--- src/rtl/sdrb_pkg.sv ---
package sdrb_pkg;
  typedef enum logic [2:0] {
    ST_IDLE, ST_ACT, ST_GAP, ST_READ, ST_DRAIN, ST_DEND
  } seqState_t;

  typedef struct packed {
    logic       latchReq;
    logic       doAct;
    logic       doRead;
    logic [1:0] beat;
    logic       lastRead;
  } seqStrobe_t;
endpackage

--- src/rtl/sdrb_ctrl.sv ---
module sdrb_ctrl
  import sdrb_pkg::*;
#(
  parameter int BANK_W   = 2,
  parameter int ACT_WAIT = 1
) (
  input  logic              clk,
  input  logic              rstN,
  input  logic              reqValid,
  input  logic [BANK_W-1:0] reqBank,
  input  logic [1:0]        apWait,
  input  logic              lastBeat,
  output logic              reqReady,
  output seqStrobe_t        strb
);
  localparam int NBANK = 1 << BANK_W;
  localparam int WC_W  = (ACT_WAIT > 1) ? $clog2(ACT_WAIT) : 1;

  seqState_t         state;
  logic [WC_W-1:0]   waitCnt;
  logic [1:0]        beat;
  logic [BANK_W-1:0] curBank;
  logic [2:0]        busyCnt [NBANK];
  logic              accept;

  assign reqReady = (state == ST_IDLE) && (busyCnt[reqBank] == 3'd0);
  assign accept   = reqValid && reqReady;

  always_ff @(posedge clk or negedge rstN) begin
    if (!rstN) begin
      state   <= ST_IDLE;
      waitCnt <= '0;
      beat    <= '0;
      curBank <= '0;
    end else begin
      case (state)
        ST_IDLE: if (accept) begin
          state   <= ST_ACT;
          curBank <= reqBank;
        end
        ST_ACT: begin
          beat <= '0;
          if (ACT_WAIT == 0) state <= ST_READ;
          else begin
            state   <= ST_GAP;
            waitCnt <= WC_W'((ACT_WAIT > 0) ? ACT_WAIT - 1 : 0);
          end
        end
        ST_GAP: if (waitCnt == '0) state <= ST_READ;
                else waitCnt <= waitCnt - 1'b1;
        ST_READ: begin
          beat <= beat + 2'd1;
          if (beat == 2'd3) state <= ST_DRAIN;
        end
        ST_DRAIN: if (lastBeat) state <= ST_DEND;
        ST_DEND:  state <= ST_IDLE;
        default:  state <= ST_IDLE;
      endcase
    end
  end

  always_ff @(posedge clk or negedge rstN) begin
    if (!rstN) begin
      for (int i = 0; i < NBANK; i++) busyCnt[i] <= 3'd0;
    end else begin
      for (int i = 0; i < NBANK; i++) begin
        if (state == ST_DEND && curBank == BANK_W'(i))
          busyCnt[i] <= {1'b0, apWait} + 3'd1;
        else if (busyCnt[i] != 3'd0)
          busyCnt[i] <= busyCnt[i] - 3'd1;
      end
    end
  end

  always_comb begin
    strb          = '0;
    strb.latchReq = accept;
    strb.doAct    = (state == ST_ACT);
    strb.doRead   = (state == ST_READ);
    strb.beat     = beat;
    strb.lastRead = (state == ST_READ) && (beat == 2'd3);
  end
endmodule

--- src/rtl/sdrb_datapath.sv ---
module sdrb_datapath
  import sdrb_pkg::*;
#(
  parameter int BANK_W  = 2,
  parameter int ROW_W   = 13,
  parameter int COL_W   = 9,
  parameter int ADDR_W  = 13,
  parameter int AP_BIT  = 10,
  parameter int DATA_W  = 32,
  parameter int CAS_LAT = 2
) (
  input  logic              clk,
  input  logic              rstN,
  input  seqStrobe_t        strb,
  input  logic [BANK_W-1:0] reqBank,
  input  logic [ROW_W-1:0]  reqRow,
  input  logic [COL_W-1:0]  reqCol,
  input  logic [DATA_W-1:0] sdDq,
  output logic              sdCsN,
  output logic              sdRasN,
  output logic              sdCasN,
  output logic              sdWeN,
  output logic [ADDR_W-1:0] sdAddr,
  output logic [BANK_W-1:0] sdBank,
  output logic [DATA_W/8-1:0] sdDqm,
  output logic              rdValid,
  output logic [1:0]        rdBeat,
  output logic [DATA_W-1:0] rdData,
  output logic              lastBeat
);
  logic [BANK_W-1:0]  bankQ;
  logic [ROW_W-1:0]   rowQ;
  logic [COL_W-1:0]   colQ;
  logic [CAS_LAT-1:0] pipeV;
  logic [1:0]         pipeB [CAS_LAT];
  logic [ADDR_W-1:0]  colAddr;

  always_ff @(posedge clk or negedge rstN) begin
    if (!rstN) begin
      bankQ <= '0;
      rowQ  <= '0;
      colQ  <= '0;
    end else if (strb.latchReq) begin
      bankQ <= reqBank;
      rowQ  <= reqRow;
      colQ  <= reqCol;
    end
  end

  always_comb begin
    colAddr              = '0;
    colAddr[COL_W-1:0]   = {colQ[COL_W-1:2], strb.beat};
    colAddr[AP_BIT]      = strb.lastRead;
  end

  assign sdCsN  = !(strb.doAct || strb.doRead);
  assign sdRasN = !strb.doAct;
  assign sdCasN = !strb.doRead;
  assign sdWeN  = 1'b1;
  assign sdBank = bankQ;
  assign sdDqm  = strb.doRead ? '0 : '1;
  assign sdAddr = strb.doAct ? ADDR_W'(rowQ) : (strb.doRead ? colAddr : '0);

  always_ff @(posedge clk or negedge rstN) begin
    if (!rstN) begin
      pipeV <= '0;
      for (int j = 0; j < CAS_LAT; j++) pipeB[j] <= '0;
    end else begin
      pipeV[0] <= strb.doRead;
      pipeB[0] <= strb.beat;
      for (int j = 1; j < CAS_LAT; j++) begin
        pipeV[j] <= pipeV[j-1];
        pipeB[j] <= pipeB[j-1];
      end
    end
  end

  always_ff @(posedge clk or negedge rstN) begin
    if (!rstN) begin
      rdValid <= 1'b0;
      rdBeat  <= '0;
      rdData  <= '0;
    end else begin
      rdValid <= pipeV[CAS_LAT-1];
      if (pipeV[CAS_LAT-1]) begin
        rdBeat <= pipeB[CAS_LAT-1];
        rdData <= sdDq;
      end
    end
  end

  assign lastBeat = rdValid && (rdBeat == 2'd3);
endmodule

--- src/rtl/sdram_burst_reader.sv ---
module sdram_burst_reader
  import sdrb_pkg::*;
#(
  parameter int BANK_W   = 2,
  parameter int ROW_W    = 13,
  parameter int COL_W    = 9,
  parameter int ADDR_W   = 13,
  parameter int AP_BIT   = 10,
  parameter int DATA_W   = 32,
  parameter int CAS_LAT  = 2,
  parameter int ACT_WAIT = 1
) (
  input  logic                clk,
  input  logic                rstN,
  input  logic                reqValid,
  output logic                reqReady,
  input  logic [BANK_W-1:0]   reqBank,
  input  logic [ROW_W-1:0]    reqRow,
  input  logic [COL_W-1:0]    reqCol,
  input  logic [1:0]          apWait,
  output logic                rdValid,
  output logic [1:0]          rdBeat,
  output logic [DATA_W-1:0]   rdData,
  output logic                sdCsN,
  output logic                sdRasN,
  output logic                sdCasN,
  output logic                sdWeN,
  output logic [ADDR_W-1:0]   sdAddr,
  output logic [BANK_W-1:0]   sdBank,
  output logic [DATA_W/8-1:0] sdDqm,
  input  logic [DATA_W-1:0]   sdDq
);
  seqStrobe_t strb;
  logic       lastBeat;

  sdrb_ctrl #(.BANK_W(BANK_W), .ACT_WAIT(ACT_WAIT)) u_ctrl (
    .clk(clk), .rstN(rstN), .reqValid(reqValid), .reqBank(reqBank),
    .apWait(apWait), .lastBeat(lastBeat), .reqReady(reqReady), .strb(strb)
  );

  sdrb_datapath #(
    .BANK_W(BANK_W), .ROW_W(ROW_W), .COL_W(COL_W), .ADDR_W(ADDR_W),
    .AP_BIT(AP_BIT), .DATA_W(DATA_W), .CAS_LAT(CAS_LAT)
  ) u_dp (
    .clk(clk), .rstN(rstN), .strb(strb), .reqBank(reqBank), .reqRow(reqRow),
    .reqCol(reqCol), .sdDq(sdDq), .sdCsN(sdCsN), .sdRasN(sdRasN),
    .sdCasN(sdCasN), .sdWeN(sdWeN), .sdAddr(sdAddr), .sdBank(sdBank),
    .sdDqm(sdDqm), .rdValid(rdValid), .rdBeat(rdBeat), .rdData(rdData),
    .lastBeat(lastBeat)
  );
endmodule

--- config.mk ---
export PLATFORM = sky130hd
export DESIGN_NAME = sdram_burst_reader
export DESIGN_NICKNAME = d
export VERILOG_FILES = /design/src/rtl/sdrb_pkg.sv /design/src/rtl/sdrb_ctrl.sv /design/src/rtl/sdrb_datapath.sv /design/src/rtl/sdram_burst_reader.sv
export SDC_FILE = /design/constraint.sdc
export NUM_CORES = 1
export LEC_CHECK = 0
export BUFFER_PORTS_ARGS = -buffer_cell sky130_fd_sc_hd__buf_2
export CELL_PAD_IN_SITES_DETAIL_PLACEMENT = 0
export CELL_PAD_IN_SITES_GLOBAL_PLACEMENT = 1
export CORE_AREA = 3 3 100 102
export DETAILED_ROUTE_END_ITERATION = 7
export DIE_AREA = 0 0 103 105
export PLACE_DENSITY = 0.8
export SYNTH_ARGS = -nofsm -noshare
export SYNTH_HDL_FRONTEND = slang
export SYNTH_SLANG_ARGS = --single-unit
--- constraint.sdc ---
create_clock -name clk -period 2 [get_ports clk]
set_input_delay 0.1 -clock clk [delete_from_list [all_inputs] [get_ports clk]]
set_output_delay 0.1 -clock clk [all_outputs]
set_load 0.01 [all_outputs]
* Word level (Yosys, flattened, before mapping)
Index checks and enable logic that the tools add are counted.
** Storage, ports and cells
- Bits in registers :: 85
- Input bits :: 61
- Output and inout port bits :: 59
- Word-level logic and storage cells :: 89
** Operators by class
- Add/sub/neg operators :: 7
- Magnitude comparators :: 1
- Eq/ne operators :: 14
- Multiplexer cells :: 22
- Bitwise gates (word level) :: 1
- Reduce and logical (&&, ||, !) cells :: 27
** Operator list (number)
- 2-to-1 mux 3 bit :: 14
- case mux 3 bit (5 select lines) :: 1
- 2-to-1 mux 13 bit :: 1
- nonzero test 2 bit :: 6
- nonzero test 3 bit :: 4
- subtractor 3 x 1 -> 3 bit (second input constant) :: 4
- 2-to-1 mux 11 bit :: 1
- equality test 2 bit (second input constant) :: 4
- logical AND 1 bit :: 8
- binary-select mux 3 bit (select 2 bit) :: 1
- equality test 3 x 2 -> 1 bit (second input constant) :: 2
- equality test 3 bit (second input constant) :: 2
- logical NOT 3 bit :: 2
- != test 2 bit (second input constant) :: 3
- 2-to-1 mux 4 bit :: 1
- case mux 2 bit (2 select lines) :: 1
- AND reduction 4 bit :: 1
- adder 2 x 1 -> 3 bit (second input constant) :: 1
- equality test 3 x 1 -> 1 bit (second input constant) :: 1
- greater-or-equal comparator 3 bit (second input constant) :: 1
- logical NOT 1 bit :: 3
- inverter 2 -> 3 bit :: 1
- adder 2 x 1 -> 2 bit (second input constant) :: 1
- equality test 2 x 1 -> 1 bit (second input constant) :: 1
- other kinds (7) :: 7

* Depth between registers and ports, before layout
- Depth in word-level cells :: 9
- Gate-level depth with buffers :: 6
- Mapped depth without buffers :: 6

* Modules after synthesis
From an unflattened synthesis, not the netlist that was laid out.
** Second synthesis, totals
- Cells, all modules :: 272
- Area total of the unflattened synthesis :: 3784.9 µm²
** Modules (own cells, without submodules)
- sdrb_datapath :: times used 1, cells an instance 151, area an instance 2595.0 µm², seq. area each 1576.5 µm²
- sdrb_ctrl :: times used 1, cells an instance 121, area an instance 1189.9 µm², seq. area each 475.5 µm²

* Worst setup path before layout
Ideal clock, no wire load.
- Path kind :: register to register
- Start point :: reg u_ctrl.busyCnt[4] (netlist bit)
- End point :: reg u_ctrl.curBank[0]
- Library setup time :: 0.125 ns
- Arrival time :: 1.523 ns
- Data required time :: 1.875 ns
- Setup slack :: 0.351 ns
- Cell stages (with the launch flop) :: 6
- Path buffers :: 1
- Period minus slack after synthesis :: 1.649 ns
- Cell sequence :: dfrtp_1 o41ai_1 a31o_2 nand4_4 buf_6 mux2_4
** Between the ends
- Cells in the longest elaborated chain, start to end :: 7
** RTL lines
- from (decl) :: line sdrb_ctrl.sv:23 : logic [2:0] busyCnt [NBANK];
- from (signal, indexed assignment) :: line sdrb_ctrl.sv:68 : busyCnt[i] <= {1'b0, apWait} + 3'd1;
- from (signal, indexed assignment) :: line sdrb_ctrl.sv:70 : busyCnt[i] <= busyCnt[i] - 3'd1;
- binary-select mux 3 bit (select 2 bit) :: line sdrb_ctrl.sv:26 : assign reqReady = (state == ST_IDLE) && (busyCnt[reqBank] == 3'd0);
- 2-to-1 mux 3 bit (not written as such) (2 in series) :: line sdrb_ctrl.sv:26
- logical NOT 3 bit :: line sdrb_ctrl.sv:26
- logical AND 1 bit :: line sdrb_ctrl.sv:26
- logical AND 1 bit :: line sdrb_ctrl.sv:27 : assign accept = reqValid && reqReady;
- AND reduction 2 bit (no source line)
- to (signal assigned) :: line sdrb_ctrl.sv:39 : curBank <= reqBank;
- to (decl) :: line sdrb_ctrl.sv:22 : logic [BANK_W-1:0] curBank;
No other way between the ends. The select of a mux whose other input is x is not followed.
A chain may end at the register's enable or synchronous reset.

* Worst setup path in the final report
- Start point :: reg u_ctrl.busyCnt[4] (netlist bit)
- End point :: reg u_dp.rowQ[1]
** Between the ends
- Cells in the longest elaborated chain, start to end :: 6
** RTL lines
- binary-select mux 3 bit (select 2 bit) :: line sdrb_ctrl.sv:26
- 2-to-1 mux 3 bit (not written as such) (2 in series) :: line sdrb_ctrl.sv:26
- logical NOT 3 bit :: line sdrb_ctrl.sv:26
- logical AND 1 bit :: line sdrb_ctrl.sv:26
- logical AND 1 bit :: line sdrb_ctrl.sv:27
- to (signal assigned) :: line sdrb_datapath.sv:45 : rowQ <= reqRow;
- to (decl) :: line sdrb_datapath.sv:32 : logic [ROW_W-1:0] rowQ;
No other way between the ends. The select of a mux whose other input is x is not followed.

==> impl_results.md <==
- Status: finished, final reports clean
- Final hold viol count: 0
- Detailed placement HPWL: a little over 5000 µm
- DR iter-0 viols: between 40 and 50
- Share of cells above drive strength 1: roughly 44%
- Routed wire length: 7840 µm
- FF+latch count, synth: 82
- Yosys warns: 0
- Die ar.: 10,800 µm²
- CP endpoint kind: flip-flop
- CTS Buf Count: 9
- Synthesized instance count: 280
- Die height: approximately 110 µm
- Clk Latency, worst-skew pair: between 0.3 and 0.4 ns
- I/O Pins: between 100 and 150
- Number of global-route vias before repair: around 2,700
- Post-Syn Nets: ~350
- Syn-to-layout area delta: 39.3%
- Core footprint: between 9000 and 10,000 µm²
- Clk slew on worst S/H paths: about 0.080 ns
- I/O Buffers: around 120
- Placed Cells incl. Taps: between 400 and 500
- Synth cell types: 34
- Post-CTS Setup Inserts: 0
- Min Tclk post-route: between 1.5 and 2 ns
- CTS-repair resized insts: 0
- Comb power frac: a little over two fifths
- Unrepaired setup endpoints after global routing: no
- Maximum clock frequency: approximately 560 MHz
- Design Power: about 7.3 mW
- Cell area after synthesis: about 3700 µm²
- Setup Crit Path Kind: flip-flop to flip-flop
- Gr usage total: 14.9%
- Clk pwr share: roughly 16%
- Critical Path Source Type: flip-flop
- Lkg Pwr: between 2 and 3 nW
- Fillers: ~800
- Setup TNS: 0 ns
- Syn avg cell area: approximately 13 µm²
- RD Place Congestion: 0.734
- First-pass GRT wire length: 12,700 µm
- Vias per cell: 4.64
- Fin. max-slew vios: 0
- HP Class: input pin to flip-flop
- Initial Utilization: about two fifths
- Clk root buf: clkbuf_8
- Initial antenna violation count: 0
- Net Sw Frac: a little over a third
- WP data arrival: roughly 2.0 ns
- Max Clock Skew: 0.0130 ns
- Commonest non-fill, non-tap cell in the layout: buf_2
- Placement row count: 35
- Largest net degree at the start of global routing: 64
- CP max FO: 25
- Die Wd: approximately 100 µm
- VDD IR max: 0.532 mV
- CTS tree: built
- Detailed-route DRC error count: 0
- Placement-stage cell area: ~4400 µm²
- ANT nets after route: 0
- Number of flops mapped to enable cells by yosys: 0
- Via count: 2,634
- # Max-Cap Violations: 0
- Final setup violation count: 0
- Routed length per placed instance: ~14 µm
- Fraction of the yosys area taken by sequential cells: a little under three fifths
- Nets: 523
- Design Area, Final: around 5000 µm²
- Psw: approximately 2.6 mW
- Sequential Power Share: 40.0%
- Antenna Cells: 0
- Commonest cells after routing, fill and taps aside: buf_2, dfrtp_1, dlygate4sd3_1
- Tcrit/Tclk final: between 80% and 90%
- H-tree depth: 3
- Main flop type after synthesis: dfrtp_1
- Hold WS: 0.0480 ns
- Cts hold-fix bufs: 54
- Async set-reset flop share out of synthesis: between 90% and 100%
- CP required: about 2.2 ns
- Non-filler cells, final: roughly 570
- First-pass DRT Iterations: 4
- Clock sink count: slightly above 80
- Grt total ovfl: 0
- Pwr Density: between 1000 and 1500 nW/µm²
- Internal power: around 4.8 mW
- CTS Buffer Depth: 2
state kept, by name, indices dropped and copies added (netlist names):
signal / cells
u_dp.rdData: 32
u_dp.colQ: 7
u_ctrl.state: 3
u_dp.rowQ: 13
u_dp.sdBank: 2
u_dp.pipeV: 2
u_dp.pipeB: 4
u_dp.rdBeat: 2
u_ctrl.curBank: 2
u_ctrl.beat: 2
u_dp.rdValid: 1
u_ctrl.busyCnt: 12
metrics by stage:
stage                     util [%]  worst slack (ns)
final                         55.5             0.215
after global routing          55.5            0.0784
after CTS                     55.5             0.177
after detailed placement      47.4             0.287
after global placement        47.4             0.279
after floorplan                  -             0.351
worst max-delay path: stages (launching register included):
cell and delay, ns:
dfrtp_1 0.40, o41ai_1 0.42, a31o_2 0.21, nand4_4 0.12
buf_12 0.21, mux2_4 0.30
logic make-up after synthesis:
logic type                 count (synthesis)  synth area share, %
AOI/OAI and AO/OA                         17                 2.60
xor gates and xnor gates                   4                0.957
adders and majority gates                 10                 3.42
buffers and inverters                     29                 3.93
DFF                                       82                 56.0
muxes                                     75                 24.6
other                                      1                0.102
and+or+nand+nor                           62                 8.40
synthesized netlist by cell type, types with 2 or more instances:
library cell  instances  share of area [%]
a21oi_1               9                1.2
and3_1                2               0.34
buf_4                 5                1.0
buf_6                 2               0.61
clkbuf_1              5               0.51
dfrtp_1              82                 56
ha_1                 10                3.4
inv_1                15                1.5
mux2_2               43                 13
mux2_4               19                7.8
mux2i_1              13                3.6
nand2_1              12                1.2
nand2b_1              5               0.85
nand3_1               3               0.41
nor2_1               27                2.8
nor3_1                3               0.41
o21ai_0               5               0.68
xnor2_1               4               0.96
worst paths after layout:
path                                        start               to  slack [ns]  cells past startpoint
worst min-delay path                   reqBank[1]   u_dp.sdBank[1]        0.05                      2
min in group asynchronous                    rstN  u_dp.rdData[11]        0.17                      2
worst max register to register  u_ctrl.busyCnt[4]     u_dp.rowQ[1]        0.22                      5
worst min register to register      u_dp.pipeB[2]    u_dp.pipeB[0]        0.36                      0
worst max-delay path            u_ctrl.busyCnt[4]     u_dp.rowQ[1]        0.22                      5
max in group asynchronous                    rstN  u_dp.rdData[25]        1.20                      3
cell type report:
class | count | area (µm²) | share of cell area, %
multi-input combinational | 169 | 1470 | 28.8
sequential | 82 | 2050 | 40.2
clock inverter | 7 | 76.3 | 1.50
clock buffer | 9 | 124 | 2.43
tap | 111 | 139 | 2.72
inverter | 15 | 56.3 | 1.10
timing repair buffer | 175 | 1190 | 23.3
power by group through the flow:
stage	Sequential, mW	Clock, mW	Combinational, mW
5_1_grt	3.05	1.33	3.58
6_report	2.94	1.20	3.20
4_1_cts	2.94	1.25	3.25
3_5_place_dp	2.96	0	3.15
3_3_place_gp	2.92	0	3.08
2_1_floorplan	3.08	0	2.03
layer usage:
metal / global-route usage [%] / vias up / part of all wire [%]
li1: - / 1291 / -
met4: 5.00 / 0 / 1.4
met2: 24.0 / 93 / 46
met3: 5.21 / 11 / 7.2
met1: 18.5 / 1239 / 45
met5: 0 / - / 0
(Power assumes the default switching activity.)
